===== src/rtl/alarm_irq_pkg.sv =====
package alarm_irq_pkg;
  localparam int DATA_W      = 8;
  localparam int ADDR_W      = 5;
  localparam int NUM_ALM     = 2;
  localparam int FIELDS      = 4;
  localparam int ALM_IDX_W   = (NUM_ALM > 1) ? $clog2(NUM_ALM) : 1;
  localparam int FIELD_IDX_W = $clog2(FIELDS);
  localparam int CTRL_W      = NUM_ALM + 1;

  localparam logic [ADDR_W-1:0] ALM_BASE  = 5'h07;
  localparam logic [ADDR_W-1:0] ALM_LIMIT = ALM_BASE + ADDR_W'(NUM_ALM * FIELDS);
  localparam logic [ADDR_W-1:0] CTRL_ADDR = 5'h0F;
  localparam logic [ADDR_W-1:0] STAT_ADDR = 5'h10;

  typedef struct packed {
    logic                   almWr;
    logic                   almRd;
    logic [ALM_IDX_W-1:0]   almIdx;
    logic [FIELD_IDX_W-1:0] fieldIdx;
    logic                   ctrlWr;
    logic                   ctrlRd;
    logic                   statWr;
    logic                   statRd;
  } regStrobe_t;
endpackage


===== src/rtl/alarm_field_match.sv =====
module alarm_field_match #(
  parameter int DATA_W = 8,
  parameter int FIELDS = 4
) (
  input  logic [FIELDS-1:0][DATA_W-1:0] almFields,
  input  logic [FIELDS-1:0][DATA_W-1:0] curFields,
  output logic                          hit
);
  logic [FIELDS-1:0] fieldOk;

  for (genvar f = 0; f < FIELDS; f++) begin : g_field
    logic anyValue;
    logic sameValue;
    assign anyValue  = almFields[f][DATA_W-1];
    assign sameValue = ({1'b0, almFields[f][DATA_W-2:0]} == curFields[f]);
    assign fieldOk[f] = anyValue | sameValue;
  end

  assign hit = &fieldOk;
endmodule


===== src/rtl/alarm_reg_decode.sv =====
module alarm_reg_decode
  import alarm_irq_pkg::*;
(
  input  logic              regWr,
  input  logic              regRd,
  input  logic [ADDR_W-1:0] regAddr,
  output regStrobe_t        strb
);
  logic              inAlm;
  logic [ADDR_W-1:0] off;

  always_comb begin
    inAlm = (regAddr >= ALM_BASE) && (regAddr < ALM_LIMIT);
    off   = regAddr - ALM_BASE;
    strb          = '0;
    strb.almIdx   = ALM_IDX_W'(off >> FIELD_IDX_W);
    strb.fieldIdx = FIELD_IDX_W'(off);
    strb.almWr    = regWr & inAlm;
    strb.almRd    = regRd & inAlm;
    strb.ctrlWr   = regWr & (regAddr == CTRL_ADDR);
    strb.ctrlRd   = regRd & (regAddr == CTRL_ADDR);
    strb.statWr   = regWr & (regAddr == STAT_ADDR);
    strb.statRd   = regRd & (regAddr == STAT_ADDR);
  end
endmodule


===== src/rtl/alarm_irq_datapath.sv =====
module alarm_irq_datapath
  import alarm_irq_pkg::*;
#(
  parameter int DW  = DATA_W,
  parameter int NA  = NUM_ALM,
  parameter int NF  = FIELDS,
  localparam int CW = NA + 1
) (
  input  logic                      clk,
  input  logic                      rstN,
  input  regStrobe_t                strb,
  input  logic [DW-1:0]             wdata,
  input  logic                      secTick,
  input  logic [NF-1:0][DW-1:0]     curTime,
  output logic [DW-1:0]             rdata,
  output logic [NA-1:0]             flags,
  output logic [CW-1:0]             ctrlBits,
  output logic                      irqPrimN,
  output logic                      irqSecN
);
  logic [NF-1:0][DW-1:0] almReg [NA];
  logic [NA-1:0]         hit;
  logic [NA-1:0]         pendEn;
  logic                  route;

  for (genvar a = 0; a < NA; a++) begin : g_alarm
    logic setNow;
    logic clrNow;

    always_ff @(posedge clk or negedge rstN) begin
      if (!rstN) begin
        almReg[a] <= '0;
      end else if (strb.almWr && strb.almIdx == ALM_IDX_W'(a)) begin
        almReg[a][strb.fieldIdx] <= wdata;
      end
    end

    alarm_field_match #(.DATA_W(DW), .FIELDS(NF)) u_match (
      .almFields(almReg[a]),
      .curFields(curTime),
      .hit      (hit[a])
    );

    // a match in the same cycle as an acknowledge wins, so no event is lost
    assign setNow = secTick & hit[a];
    assign clrNow = (strb.almRd && strb.almIdx == ALM_IDX_W'(a)) ||
                    (strb.statWr && !wdata[a]);

    always_ff @(posedge clk or negedge rstN) begin
      if (!rstN)       flags[a] <= 1'b0;
      else if (setNow) flags[a] <= 1'b1;
      else if (clrNow) flags[a] <= 1'b0;
    end
  end

  always_ff @(posedge clk or negedge rstN) begin
    if (!rstN)            ctrlBits <= '0;
    else if (strb.ctrlWr) ctrlBits <= wdata[CW-1:0];
  end

  assign pendEn   = flags & ctrlBits[NA-1:0];
  assign route    = ctrlBits[NA];
  assign irqPrimN = ~((|pendEn[NA-2:0]) | (pendEn[NA-1] & ~route));
  assign irqSecN  = ~(pendEn[NA-1] & route);

  always_comb begin
    rdata = '0;
    if (strb.almRd)       rdata = almReg[strb.almIdx][strb.fieldIdx];
    else if (strb.ctrlRd) rdata = DW'(ctrlBits);
    else if (strb.statRd) rdata = DW'(flags);
  end
endmodule


===== src/rtl/alarm_irq_unit.sv =====
module alarm_irq_unit
  import alarm_irq_pkg::*;
(
  input  logic              clk,
  input  logic              rstN,
  input  logic              secTick,
  input  logic [DATA_W-1:0] curSec,
  input  logic [DATA_W-1:0] curMin,
  input  logic [DATA_W-1:0] curHour,
  input  logic [DATA_W-1:0] curDay,
  input  logic              regWr,
  input  logic              regRd,
  input  logic [ADDR_W-1:0] regAddr,
  input  logic [DATA_W-1:0] regWdata,
  output logic [DATA_W-1:0] regRdata,
  output logic              irq0N,
  output logic              irq1N
);
  regStrobe_t                    strb;
  logic [NUM_ALM-1:0]            flagVec;
  logic [CTRL_W-1:0]             ctrlVec;
  logic [FIELDS-1:0][DATA_W-1:0] curTime;

  assign curTime = {curDay, curHour, curMin, curSec};

  alarm_reg_decode u_decode (
    .regWr  (regWr),
    .regRd  (regRd),
    .regAddr(regAddr),
    .strb   (strb)
  );

  alarm_irq_datapath u_dp (
    .clk     (clk),
    .rstN    (rstN),
    .strb    (strb),
    .wdata   (regWdata),
    .secTick (secTick),
    .curTime (curTime),
    .rdata   (regRdata),
    .flags   (flagVec),
    .ctrlBits(ctrlVec),
    .irqPrimN(irq0N),
    .irqSecN (irq1N)
  );
endmodule


===== config.mk =====
export PLATFORM = sky130hd
export DESIGN_NAME = alarm_irq_unit
export DESIGN_NICKNAME = d
export VERILOG_FILES = /design/src/rtl/alarm_irq_pkg.sv /design/src/rtl/alarm_field_match.sv /design/src/rtl/alarm_reg_decode.sv /design/src/rtl/alarm_irq_datapath.sv /design/src/rtl/alarm_irq_unit.sv
export SDC_FILE = /design/constraint.sdc
export NUM_CORES = 1
export LEC_CHECK = 0
export BUFFER_PORTS_ARGS = -buffer_cell sky130_fd_sc_hd__buf_2
export CAP_MARGIN = 5
export CORE_MARGIN = 10
export CORE_UTILIZATION = 30
export CTS_CLUSTER_DIAMETER = 50
export DETAILED_ROUTE_END_ITERATION = 10
export SLEW_MARGIN = 20
export SYNTH_ARGS = -nofsm -noshare
export SYNTH_HDL_FRONTEND = slang
export SYNTH_SLANG_ARGS = --single-unit

===== constraint.sdc =====
create_clock -name clk -period 5.35 [get_ports clk]
set_clock_uncertainty 0.05 [all_clocks]
set_input_delay 0.8025 -clock clk [delete_from_list [all_inputs] [get_ports clk]]
set_output_delay 0.8025 -clock clk [all_outputs]
set_load 0.01 [all_outputs]

### Word-level counts from Yosys, hierarchy flattened

Index checks and enable logic that the tools add are counted.
W data, S select, Z words.

* $add $sub $neg: 1
* $lt $le $gt $ge: 5
* equality and inequality tests: 10
* muxes and demuxes: 16
* bitwise gates (word level): 25
* reductions and logical operators: 16

Operator list (count)
* $mux W32: 3
* $bwmux W32: 2
* $eq A7 B8 Y1: 8
* $mux W8: 4
* $bmux W8 S2: 1
* $demux W8 S2: 1
* $and A1 B1 Y1: 10
* $or A1 B1 Y1: 9
* $logic_and A1 B1 Y1: 8
* $reduce_and A4 Y1: 2
* $eq A5 B4 Y1 const B: 1
* $eq A5 B5 Y1 const B: 1
* $ge A5 B3 Y1 const B: 1
* $lt A5 B4 Y1 const B: 1
* $mux W1: 4
* $not A1 Y1: 4
* $reduce_bool A2 Y1: 2
* $lt A2 B3 Y1 const B: 1
* $sub A3 B3 Y3 const B: 1
* $and A2 B2 Y2: 1
* $ge A2 B1 Y1 const B: 1
* $ge A2 B2 Y1 const B: 1
* $logic_not A1 Y1: 2
* $logic_or A1 B1 Y1: 2
* other kinds (2): 2

* bits in registers: 69
* input bits: 50
* output and inout port bits: 10
* logic and storage cells: 84

### Logic depth before layout (Yosys ltp)

Gate-level depths: netlist of the first run.

* depth after elaboration: 8
* gate-level depth with buffers: 7
* mapped depth without buffers: 6

### Hierarchy

Synthesis of the first run repeated with hierarchy kept, for this count alone.

* cells, all modules: 333
* area total of the unflattened synthesis: 4129.0 sq um

By module, submodules not included
* alarm_irq_datapath: instances 1, cells each 236, area each 3365.7 sq um, sequential area each 1726.7 sq um
* alarm_field_match: instances 2, cells each 41, area each 321.6 sq um, sequential area each 0.0 sq um
* alarm_reg_decode: instances 1, cells each 15, area each 120.1 sq um, sequential area each 0.0 sq um

### Worst setup path after synthesis of the first run

OpenSTA, ideal clock, no wires.

* path type: input port to output port
* start point: input regAddr[0]
* end point: output regRdata[0]
* data arrival time: 2.502 ns
* data required time: 4.498 ns
* slack: 1.996 ns
* stages: 7
* buffers on the path: 2
* cell sequence: buf_2 -> inv_1 -> ha_1 -> clkbuf_1 -> mux4_1 -> mux2i_1 -> mux2i_1

* longest elaborated chain between the ends: 8
* elaborated cells on any way between the ends: 18
* those cells by class: add/sub: 1; order compare: 2; eq/ne: 2; mux: 8; bitwise: 4; reduce/logical: 1

Ends and longest elaborated chain
* start, declared: RTL line alarm_irq_unit.sv:13 `input logic [ADDR_W-1:0] regAddr,`
* $sub A3 B3 Y3: RTL line alarm_reg_decode.sv:14 `off = regAddr - ALM_BASE;`
* $not A1 Y2 (implied by the code): RTL line alarm_irq_datapath.sv:68 `if (strb.almRd) rdata = almReg[strb.almIdx][strb.fieldIdx];`
* $mux W32 (implied by the code) (3 in series): RTL line alarm_irq_datapath.sv:68
* $bmux W8 S2: RTL line alarm_irq_datapath.sv:68
* $mux W8 (implied by the code): RTL line alarm_irq_datapath.sv:68
* $mux W8 *: RTL line alarm_irq_datapath.sv:68
* end, declared: RTL line alarm_irq_unit.sv:15 `output logic [DATA_W-1:0] regRdata,`

Every way passes the cells marked *; elsewhere a longest branch is shown, timed or not. The select of a mux whose other input is x is not followed.

### Final worst setup path of the first run

* start point: input regAddr[0]
* end point: output regRdata[1]

The elaborated chain is that of the path after synthesis.

==> results of run 1 <==
## final timing paths
| check | slack, ns | startpoint | depth (start not counted) | endpoint |
|---|---|---|---|---|
| min | 0.49 | u_dp.almReg[7]$_DFFE_PN0P_ | 1 | u_dp.almReg[7]$_DFFE_PN0P_ |
| min reg2reg | 0.49 | u_dp.almReg[7]$_DFFE_PN0P_ | 1 | u_dp.almReg[7]$_DFFE_PN0P_ |
| max in group asynchronous | 4.08 | rstN | 2 | u_dp.almReg[6]$_DFFE_PN0P_ |
| max reg2reg | 3.49 | u_dp.almReg[26]$_DFFE_PN0P_ | 5 | u_dp.flags[1]$_DFFE_PN0P_ |
| max | 1.28 | regAddr[0] | 7 | regRdata[1] |
| min in group asynchronous | 0.62 | rstN | 2 | u_dp.almReg[26]$_DFFE_PN0P_ |
## through the flow
step	cells	power, mW	worst slack [ns]	utilization [%]
6_report	558	1.77	1.28	36.5
5_1_grt	558	1.85	1.13	36.5
4_1_cts	558	1.78	1.27	36.5
3_5_place_dp	542	1.19	1.27	34.3
3_3_place_gp	542	1.18	1.31	34.3
2_1_floorplan	314	1.03	2.00	-
## metal layers
layer | wire (um) | GRT usage, %
met5 | 0 | 0
met4 | 184 | 3.61
met3 | 457 | 3.14
met2 | 5550 | 20.6
met1 | 4880 | 14.8
## report_power, final
| group | internal [mW] | switching, mW | leakage (nW) |
|---|---|---|---|
| sequential | 0.644 | 0.126 | 0.877 |
| combinational | 0.234 | 0.179 | 1.21 |
| clock | 0.370 | 0.214 | 0.149 |
| total | 1.25 | 0.519 | 2.23 |
## logic make-up (layout without fill, tap and decap cells)
family | Yosys count | in the layout | synth area share [%]
AOI/OAI and AO/OA | 19 | 19 | 2.99
xor gates and xnor gates | 58 | 58 | 13.0
adders and majority gates | 4 | 4 | 1.23
buffers and inverters | 13 | 81 | 1.39
DFF | 69 | 69 | 42.5
muxes | 93 | 93 | 30.5
and+or+nand+nor | 58 | 58 | 8.41
## state kept, by name (all words and copies together), names as in the netlist
name / count
u_dp.ctrlBits: 3
u_dp.almReg: 64
u_dp.flags: 2
## worst register-to-register path: cells and delay by family, from the launching register on
kind	cells	cell delay [ns]
AO/OA/AOI/OAI	1	0.13
AND/OR/NAND/NOR	3	1.01
flip-flops	1	0.42
XOR/XNOR	1	0.19
## Yosys cell counts (2+ instances only)
cell type  instances
nand3_1            6
a22oi_1            2
ha_1               4
buf_2              3
a31oi_1            2
a32oi_1            2
nand2_1            8
mux4_2            10
nor2_2             5
nor3b_1            3
mux2_1             3
nor2_1             9
xor2_1            56
mux4_1             6
dfrtp_1           69
a21oi_1            9
clkbuf_1           2
mux2_2            64
nor3_1             2
inv_1              4
buf_1              2
or4_1              2
and3_1             2
mux2i_1           10
o221ai_1           2
nor3_4             2
nor4_1            14
## layout make-up
class	count	area (um2)	area share, %
multi-input cells	232	2280	47.1
flip-flops and latches	69	1730	35.7
repair buffers	60	303	6.26
clock buffers	11	243	5.02
well taps	176	220	4.55
inverters	5	18.8	0.388
clock inverters	5	50.0	1.03
==> impl_metrics.env, run 1 <==
export IMPL_status="finished, final reports clean"
export IMPL_fillers=1316
export IMPL_path_clk_slew_ns=0.05
export IMPL_hold_path_class="reg2reg"
export IMPL_async_flop_share_pct=100
export IMPL_final_nets=431
export IMPL_cp_start_kind="input port"
export IMPL_hold_violations=0
export IMPL_grt_pass1_wl_um=17000
export IMPL_detail_route_wl_per_cell_um=19.8
export IMPL_ctsHoldBuffers=0
export IMPL_slowest_delay_ns=0.63
export IMPL_die_area_mm2=0.0186
export IMPL_gp_congestion=0.834
export IMPL_cts_sinks=69
export IMPL_post_dp_cell_area_mm2=0.00455
export IMPL_die_h_um=136
export IMPL_final_cell_mix="dfrtp_1, mux2_2, buf_2, xor2_1, nor4_1"
export IMPL_synth_top_cell_area_share_pct=42.5
export IMPL_cp_required_ns=4.50
export IMPL_diodes=0
export IMPL_critical_path_arrival_ns=3.22
export IMPL_grt_max_degree=70
export IMPL_ir_drop_uv=152
export IMPL_rsz0062_at_grt="false"
export IMPL_synth_area_mm2=0.00406
export IMPL_vias=2775
export IMPL_fin_setup_tns_ns=0
export IMPL_syn_avg_cell_area_um2=12.9
export IMPL_syn_inst=314
export IMPL_area_delta_synth_final_pct=19.2
export IMPL_power_leakage_nw=2.23
export IMPL_die_w_um=136
export IMPL_cts_max_level=3
export IMPL_io_pins=60
export IMPL_start_util_pct=30.7
export IMPL_root_buffer="clkbuf_16"
export IMPL_finalSetupViolCount=0
export IMPL_synth_edff_count=0
export IMPL_std_cell_rows=42
export IMPL_cap_violations=0
export IMPL_yosysUniqueCellTypes=38
export IMPL_max_slew_margin_pct=36.2
export IMPL_port_buffers=59
export IMPL_endpoint_kind="output pin"
export IMPL_synth_ff_type="dfrtp_1"
export IMPL_grt_total_usage_pct=12.1
export IMPL_grt_pass1_vias=3087
export IMPL_final_area_mm2=0.00484
export IMPL_final_common_cell="dfrtp_1"
export IMPL_p_per_area_mw_per_mm2=365
export IMPL_tightest_slew_ns=0.954
export IMPL_worstSetupPathType="in2out"
export IMPL_yosysWarnings=0
export IMPL_cts_setup_buffers=0
export IMPL_worstPathBufferInverterCount=2
export IMPL_fmax_mhz=246
export IMPL_antenna_left=0
export IMPL_hpwlAfterDp_um=8860
export IMPL_path_cells="buf_2, ha_1, xnor2_4, mux4_1, mux2i_1, mux2i_1, buf_2"
export IMPL_synth_top_cells_by_area="dfrtp_1, mux2_2, xor2_1, mux4_2, mux4_1"
export IMPL_drive_gt1_share_pct=41.9
export IMPL_clkLatencyLatePin_ns=0.33
export IMPL_vias_per_cell=4.97
export IMPL_cts_resized=0
export IMPL_cts_tree="done"
export IMPL_crit_family="multiplexers"
export IMPL_globalRouteOverflowTotal=0
export IMPL_seq_area_frac_synth_pct=42.5
export IMPL_cts_path_max_buffers=2
export IMPL_final_max_slew_viol_count=0
export IMPL_wl_um=11100
export IMPL_fin_crit_sh_pct=76.0
export IMPL_synth_largest_area_cell="dfrtp_1"
export IMPL_antenna_found_initial=0
export IMPL_post_route_min_period_ns=4.07
export IMPL_drtPass1Iterations=4
export IMPL_path_max_fanout=18
export IMPL_worst_path_max_delay_cell="xnor2_4"
export IMPL_drtIter0Drc=169
export IMPL_drc=0
export IMPL_hold_ws_ns=0.488
export IMPL_cts_buffers=9
export IMPL_syn_num_nets=368
export IMPL_ys_ff_latch=69
export IMPL_core_mm2=0.0132
(Power assumes the default switching activity.)
==> inputs of run 2 (changes only) <==
--- a/config.mk
+++ b/config.mk
@@ -5,6 +5,7 @@
 export SDC_FILE = /design/constraint.sdc
 export NUM_CORES = 1
 export LEC_CHECK = 0
+export ABC_AREA = 1
 export BUFFER_PORTS_ARGS = -buffer_cell sky130_fd_sc_hd__buf_2
 export CAP_MARGIN = 5
 export CORE_MARGIN = 10
==> constraint.sdc (replaced) <==
create_clock -name clk -period 3.5 [get_ports clk]
set_clock_uncertainty 0.05 [all_clocks]
set_input_delay 0.525 -clock clk [delete_from_list [all_inputs] [get_ports clk]]
set_output_delay 0.525 -clock clk [all_outputs]
set_load 0.01 [all_outputs]
==> impl_metrics.env, run 2 <==
export IMPL_die_area_mm2=0.0200
export IMPL_path_clk_slew_ns=0.06
export IMPL_worstPathBufferInverterCount=3
export IMPL_slowest_delay_ns=0.32
export IMPL_tightest_slew_ns=0.909
export IMPL_synth_edff_count=0
export IMPL_synth_area_mm2=0.00442
export IMPL_crit_family="buffers and inverters"
export IMPL_async_flop_share_pct=100
export IMPL_max_slew_margin_pct=39.4
export IMPL_synthTopCellsByCount="nand2_1, inv_1, dfrtp_1"
export IMPL_synthSimpleGateAreaFrac_pct=29.1
export IMPL_final_common_cell="nand2_1"
export IMPL_cp_required_ns=2.92
export IMPL_globalRouteOverflowTotal=0
export IMPL_seq_area_frac_synth_pct=39.0
export IMPL_final_area_mm2=0.00518
export IMPL_vias=4158
export IMPL_yosysUniqueCellTypes=24
export IMPL_path_max_fanout=32
export IMPL_ctsHoldBuffers=0
export IMPL_p_sw_share_pct=32.6
export IMPL_fmax_mhz=333
export IMPL_vias_per_cell=4.70
export IMPL_finalSetupViolCount=0
export IMPL_syn_avg_cell_area_um2=6.93
export IMPL_post_route_util_pct=35.8
export IMPL_fin_total_pwr_mw=2.84
export IMPL_std_cell_rows=44
export IMPL_cp_start_kind="input port"
export IMPL_critical_path_arrival_ns=2.43
export IMPL_synth_compound_area_share_pct=16.1
export IMPL_core_mm2=0.0145
export IMPL_start_util_pct=30.5
export IMPL_syn_inst=638
export IMPL_syn_num_nets=692
export IMPL_reg_top3="u_dp.almReg (64), u_dp.ctrlBits (3), u_dp.flags (2)"
export IMPL_regMostFlops="u_dp.almReg"
export IMPL_fin_crit_sh_pct=85.8
export IMPL_drive_gt1_share_pct=13.9
export IMPL_reg2reg_depth=9
export IMPL_status="finished, final reports clean"
export IMPL_clkPwrFrac_pct=35.5
export IMPL_grt_total_usage_pct=14.0
export IMPL_synth_top_family_by_area="simple AND/OR/NAND/NOR gates"
export IMPL_yosysWarnings=0
export IMPL_synth_xor_area_share_pct=3.37
export IMPL_wl_um=13900
export IMPL_diodes=0
export IMPL_ir_drop_uv=236
export IMPL_yosysMostFrequentCell="nand2_1"
export IMPL_power_leakage_nw=2.69
export IMPL_clkLatencyLatePin_ns=0.34
export IMPL_cts_path_max_buffers=2
export IMPL_synth_ff_type="dfrtp_1"
export IMPL_area_delta_synth_final_pct=17.1
export IMPL_die_h_um=141
export IMPL_worst_path_max_delay_cell="buf_4"
export IMPL_p_comb_share_pct=23.8
export IMPL_cts_resized=0
export IMPL_fin_setup_tns_ns=0
export IMPL_cts_tree="done"
export IMPL_grt_pass1_vias=4050
export IMPL_drc=0
export IMPL_hpwlAfterDp_um=10400
export IMPL_cts_max_level=3
export IMPL_synth_top_cell_area_share_pct=39.0
export IMPL_synth_top_cells_by_area="dfrtp_1, nand2_1, inv_1, o21ai_1, o21ai_0"
export IMPL_hold_violations=0
export IMPL_endpoint_kind="output pin"
export IMPL_die_w_um=141
export IMPL_cts_setup_buffers=0
export IMPL_drtPass1Iterations=4
export IMPL_cp_depth=10
export IMPL_p_per_area_mw_per_mm2=549
export IMPL_sequentialPowerShare_pct=40.8
export IMPL_r2r_setup_slack_ns=2.14
export IMPL_yosys_area_share_adder_pct=1.13
export IMPL_post_dp_cell_area_mm2=0.00485
export IMPL_gp_congestion=0.865
export IMPL_largest_reg_flops=64
export IMPL_fin_cells=884
export IMPL_grt_pass1_wl_um=22200
export IMPL_p_int_mw=1.91
export IMPL_final_max_slew_viol_count=0
export IMPL_rsz0062_at_grt="false"
export IMPL_post_route_min_period_ns=3.00
export IMPL_final_cell_mix="nand2_1, inv_1, dfrtp_1, o21ai_1, buf_2"
export IMPL_hold_path_class="in2async"
export IMPL_cap_violations=0
export IMPL_synth_largest_area_cell="dfrtp_1"
export IMPL_detail_route_wl_per_cell_um=15.7
export IMPL_cts_buffers=9
export IMPL_antenna_left=0
export IMPL_synth_mux_area_share_pct=0
export IMPL_antenna_found_initial=0
export IMPL_io_pins=60
export IMPL_drtIter0Drc=322
export IMPL_grt_max_degree=70
export IMPL_placed_cells=868
export IMPL_ys_ff_latch=69
export IMPL_root_buffer="clkbuf_16"
export IMPL_final_nets=749
export IMPL_port_buffers=59
export IMPL_cts_sinks=69
export IMPL_netSwitchingPower_uw=926
export IMPL_worstSetupPathType="in2out"
export IMPL_path_cells="buf_2, ha_1, nand2_2, nand2_2, buf_4, o21ai_0, a21oi_1, o21ai_0, nor2_1, buf_2"
-- run 2: cells by family (layout without fill, tap and decap cells) --
logic type | count (synthesis) | in the layout
flip-flops | 69 | 69
XOR/XNOR | 17 | 17
AND/OR/NAND/NOR | 300 | 300
AO/OA/AOI/OAI | 133 | 133
adder cells (fa/ha/maj) | 4 | 4
buffers and inverters | 115 | 177
-- run 2: path summary, 6_finish.rpt --
path | startpoint | to
worst max-delay path | regAddr[0] | regRdata[4]
worst min register to register | u_dp.almReg[55]$_DFFE_PN0P_ | u_dp.almReg[55]$_DFFE_PN0P_
worst min-delay path | rstN | u_dp.almReg[34]$_DFFE_PN0P_
worst max register to register | u_dp.almReg[45]$_DFFE_PN0P_ | u_dp.flags[0]$_DFFE_PN0P_
max in group asynchronous | rstN | u_dp.almReg[30]$_DFFE_PN0P_
min in group clk | u_dp.almReg[55]$_DFFE_PN0P_ | u_dp.almReg[55]$_DFFE_PN0P_
-- run 2: layout make-up --
type,instances,area [um2]
repair buffers,64,333
fillers,1578,9300
multi-input cells,454,2200
well taps,184,230
flip-flops and latches,69,1730
clock inverters,4,70.1
clock buffers,12,256
inverters,97,364
-- run 2: per-layer routing --
| layer | share of wire, % | GRT usage [%] |
|---|---|---|
| met1 | 47 | 18.4 |
| met2 | 46 | 21.9 |
| met3 | 5.5 | 3.60 |
| met4 | 2.1 | 4.57 |
| met5 | 0 | 0 |
-- run 2: metrics by stage --
| step | setup slack (ns) | hold slack [ns] |
|---|---|---|
| floorplan | 1.11 | 0.179 |
| global placement | 0.577 | 0.421 |
| detailed placement | 0.534 | 0.431 |
| CTS | 0.535 | 0.403 |
| global route | 0.429 | 0.433 |
| finish | 0.498 | 0.364 |
-- run 2: worst register-to-register path: stages (launching register included) --
cell      delay [ns]
dfrtp_1         0.39
inv_1           0.09
nand2_1         0.06
nand2_1         0.05
nand2_1         0.05
nor2_1          0.13
nand2_1         0.09
nand2_1         0.06
nand3_1         0.14
o21bai_1        0.16
-- run 2: power groups by stage --
| stage | clock, mW | combinational (mW) | sequential, mW |
|---|---|---|---|
| after floorplan | 0 | 0.495 | 1.11 |
| after global placement | 0 | 0.664 | 1.17 |
| after detailed placement | 0 | 0.675 | 1.17 |
| after CTS | 1.02 | 0.679 | 1.16 |
| after global routing | 1.05 | 0.785 | 1.19 |
| final | 1.01 | 0.675 | 1.16 |
==> inputs of run 3 (changes only) <==
==> constraint.sdc (replaced) <==
create_clock -name clk -period 3.5 [get_ports clk]
set_clock_uncertainty 0.05 [all_clocks]
set_input_delay 0.175 -clock clk [delete_from_list [all_inputs] [get_ports clk]]
set_output_delay 0.175 -clock clk [all_outputs]
set_load 0.01 [all_outputs]
==> impl_metrics.env, run 3 (synthesis results as in run 2) <==
export IMPL_hold_path_class="in2reg"
export IMPL_tightest_slew_ns=0.822
export IMPL_die_h_um=141
export IMPL_ir_drop_uv=259
export IMPL_post_dp_cell_area_mm2=0.00484
export IMPL_cts_max_level=3
export IMPL_final_cell_mix="nand2_1, inv_1, dfrtp_1, o21ai_1, buf_2"
export IMPL_cap_violations=0
export IMPL_post_route_min_period_ns=2.51
export IMPL_regMostFlops="u_dp.almReg"
export IMPL_p_per_area_mw_per_mm2=547
export IMPL_cts_buffers=9
export IMPL_hold_violations=0
export IMPL_cts_path_max_buffers=2
export IMPL_final_area_mm2=0.00518
export IMPL_rsz0062_at_grt="false"
export IMPL_largest_reg_flops=64
export IMPL_io_pins=60
export IMPL_root_buffer="clkbuf_16"
export IMPL_final_max_slew_viol_count=0
export IMPL_reg_top3="u_dp.almReg (64), u_dp.ctrlBits (3), u_dp.flags (2)"
export IMPL_fin_crit_sh_pct=71.8
export IMPL_fmax_mhz=398
export IMPL_vias_per_cell=4.73
export IMPL_port_buffers=59
export IMPL_fin_setup_tns_ns=0
export IMPL_area_delta_synth_final_pct=17.1
export IMPL_post_route_util_pct=35.8
export IMPL_cts_resized=0
export IMPL_diodes=0
export IMPL_final_nets=747
export IMPL_status="finished, final reports clean"
export IMPL_grt_max_degree=36
export IMPL_core_mm2=0.0145
export IMPL_cp_required_ns=3.27
export IMPL_die_w_um=141
export IMPL_drive_gt1_share_pct=13.5
export IMPL_final_common_cell="nand2_1"
export IMPL_wl_um=13700
export IMPL_std_cell_rows=44
export IMPL_critical_path_arrival_ns=2.29
export IMPL_worst_slack_ns=0.986
export IMPL_start_util_pct=30.5
export IMPL_power_leakage_nw=2.68
export IMPL_grt_total_usage_pct=13.9
export IMPL_min_path_cells=3
export IMPL_path_max_fanout=35
export IMPL_finalSetupViolCount=0
export IMPL_drtPass1Iterations=5
export IMPL_die_area_mm2=0.0200
export IMPL_globalRouteOverflowTotal=0
export IMPL_place_ws_ns=1.02
export IMPL_drtIter0Drc=293
export IMPL_grt_pass1_wl_um=22100
export IMPL_max_slew_margin_pct=45.2
export IMPL_clkLatencyLatePin_ns=0.34
export IMPL_gp_congestion=0.892
export IMPL_detail_route_wl_per_cell_um=15.5
export IMPL_reg2reg_depth=9
export IMPL_endpoint_kind="output pin"
export IMPL_fillers=1553
export IMPL_antenna_found_initial=0
export IMPL_drc=0
export IMPL_cts_sinks=69
export IMPL_cts_tree="done"
export IMPL_path_clk_slew_ns=0.05
export IMPL_hpwlAfterDp_um=10600
export IMPL_antenna_left=0
export IMPL_vias=4173
export IMPL_grt_pass1_vias=4061
export IMPL_cp_start_kind="input port"
export IMPL_worstSetupPathType="in2out"
## run 3: cell count changes in the layout (fill, tap and decap cells not counted)
cell           before  now
dlygate4sd3_1       0    1
buf_12              0    1
buf_4               5    1
## run 3: path summary, 6_finish.rpt
kind                                        startpoint                          end  slack (ns)
setup reg to reg           u_dp.almReg[17]$_DFFE_PN0P_    u_dp.flags[1]$_DFFE_PN0P_        2.14
max in group asynchronous                         rstN  u_dp.almReg[54]$_DFFE_PN0P_        2.31
setup / recovery                            regAddr[0]                  regRdata[2]        0.99
min in group asynchronous                         rstN   u_dp.almReg[2]$_DFFE_PN0P_        0.42
hold / removal                                 secTick    u_dp.flags[1]$_DFFE_PN0P_        0.17
hold reg to reg            u_dp.almReg[15]$_DFFE_PN0P_  u_dp.almReg[15]$_DFFE_PN0P_        0.44
## run 3: timing repair
action,4_1_cts,5_1_grt
hold endpoints to repair,34,0
setup buffers,0,0
hold buffers,1,0
## run 3: worst max-delay path, cell delays in order
cell and delay (ns):
buf_2 0.25, ha_1 0.34, nand2_2 0.12, nand2_2 0.27, buf_4 0.40, nand2_1 0.09
nand3_1 0.10, nand3_1 0.10, nand3_1 0.13, o21ai_0 0.12, buf_2 0.17
## run 3: final cells by class
class                      count  area (um2)  share of cell area (%)
clock inverter                 4        70.1                    1.35
tap                          184         230                    4.45
timing repair buffer          62         333                    6.43
multi-input combinational    454        2200                    42.4
sequential                    69        1730                    33.3
inverter                      97         364                    7.03
clock buffer                  12         256                    4.95
## run 3: stage by stage
step	cells	power, mW	hold slack (ns)
finish	882	2.84	0.165
global route	882	3.03	0.168
CTS	882	2.85	0.152
detailed placement	865	1.85	0.268
global placement	865	1.84	0.265
floorplan	638	1.60	-0.171
## run 3: where the power goes
group          total, mW  switching [mW]  internal (mW)  leakage, nW
Clock              0.999           0.339          0.660        0.163
Combinational      0.674           0.399          0.276         1.63
Sequential          1.16           0.183          0.979        0.892
Total               2.84           0.921           1.91         2.68
## run 3: layer usage
layer	share of wire (%)	track usage, %	vias up
li1	-	-	2132
met1	46	18.4	1908
met2	47	22.5	117
met3	5.4	3.34	16
met4	1.2	3.17	0
met5	0	0	-
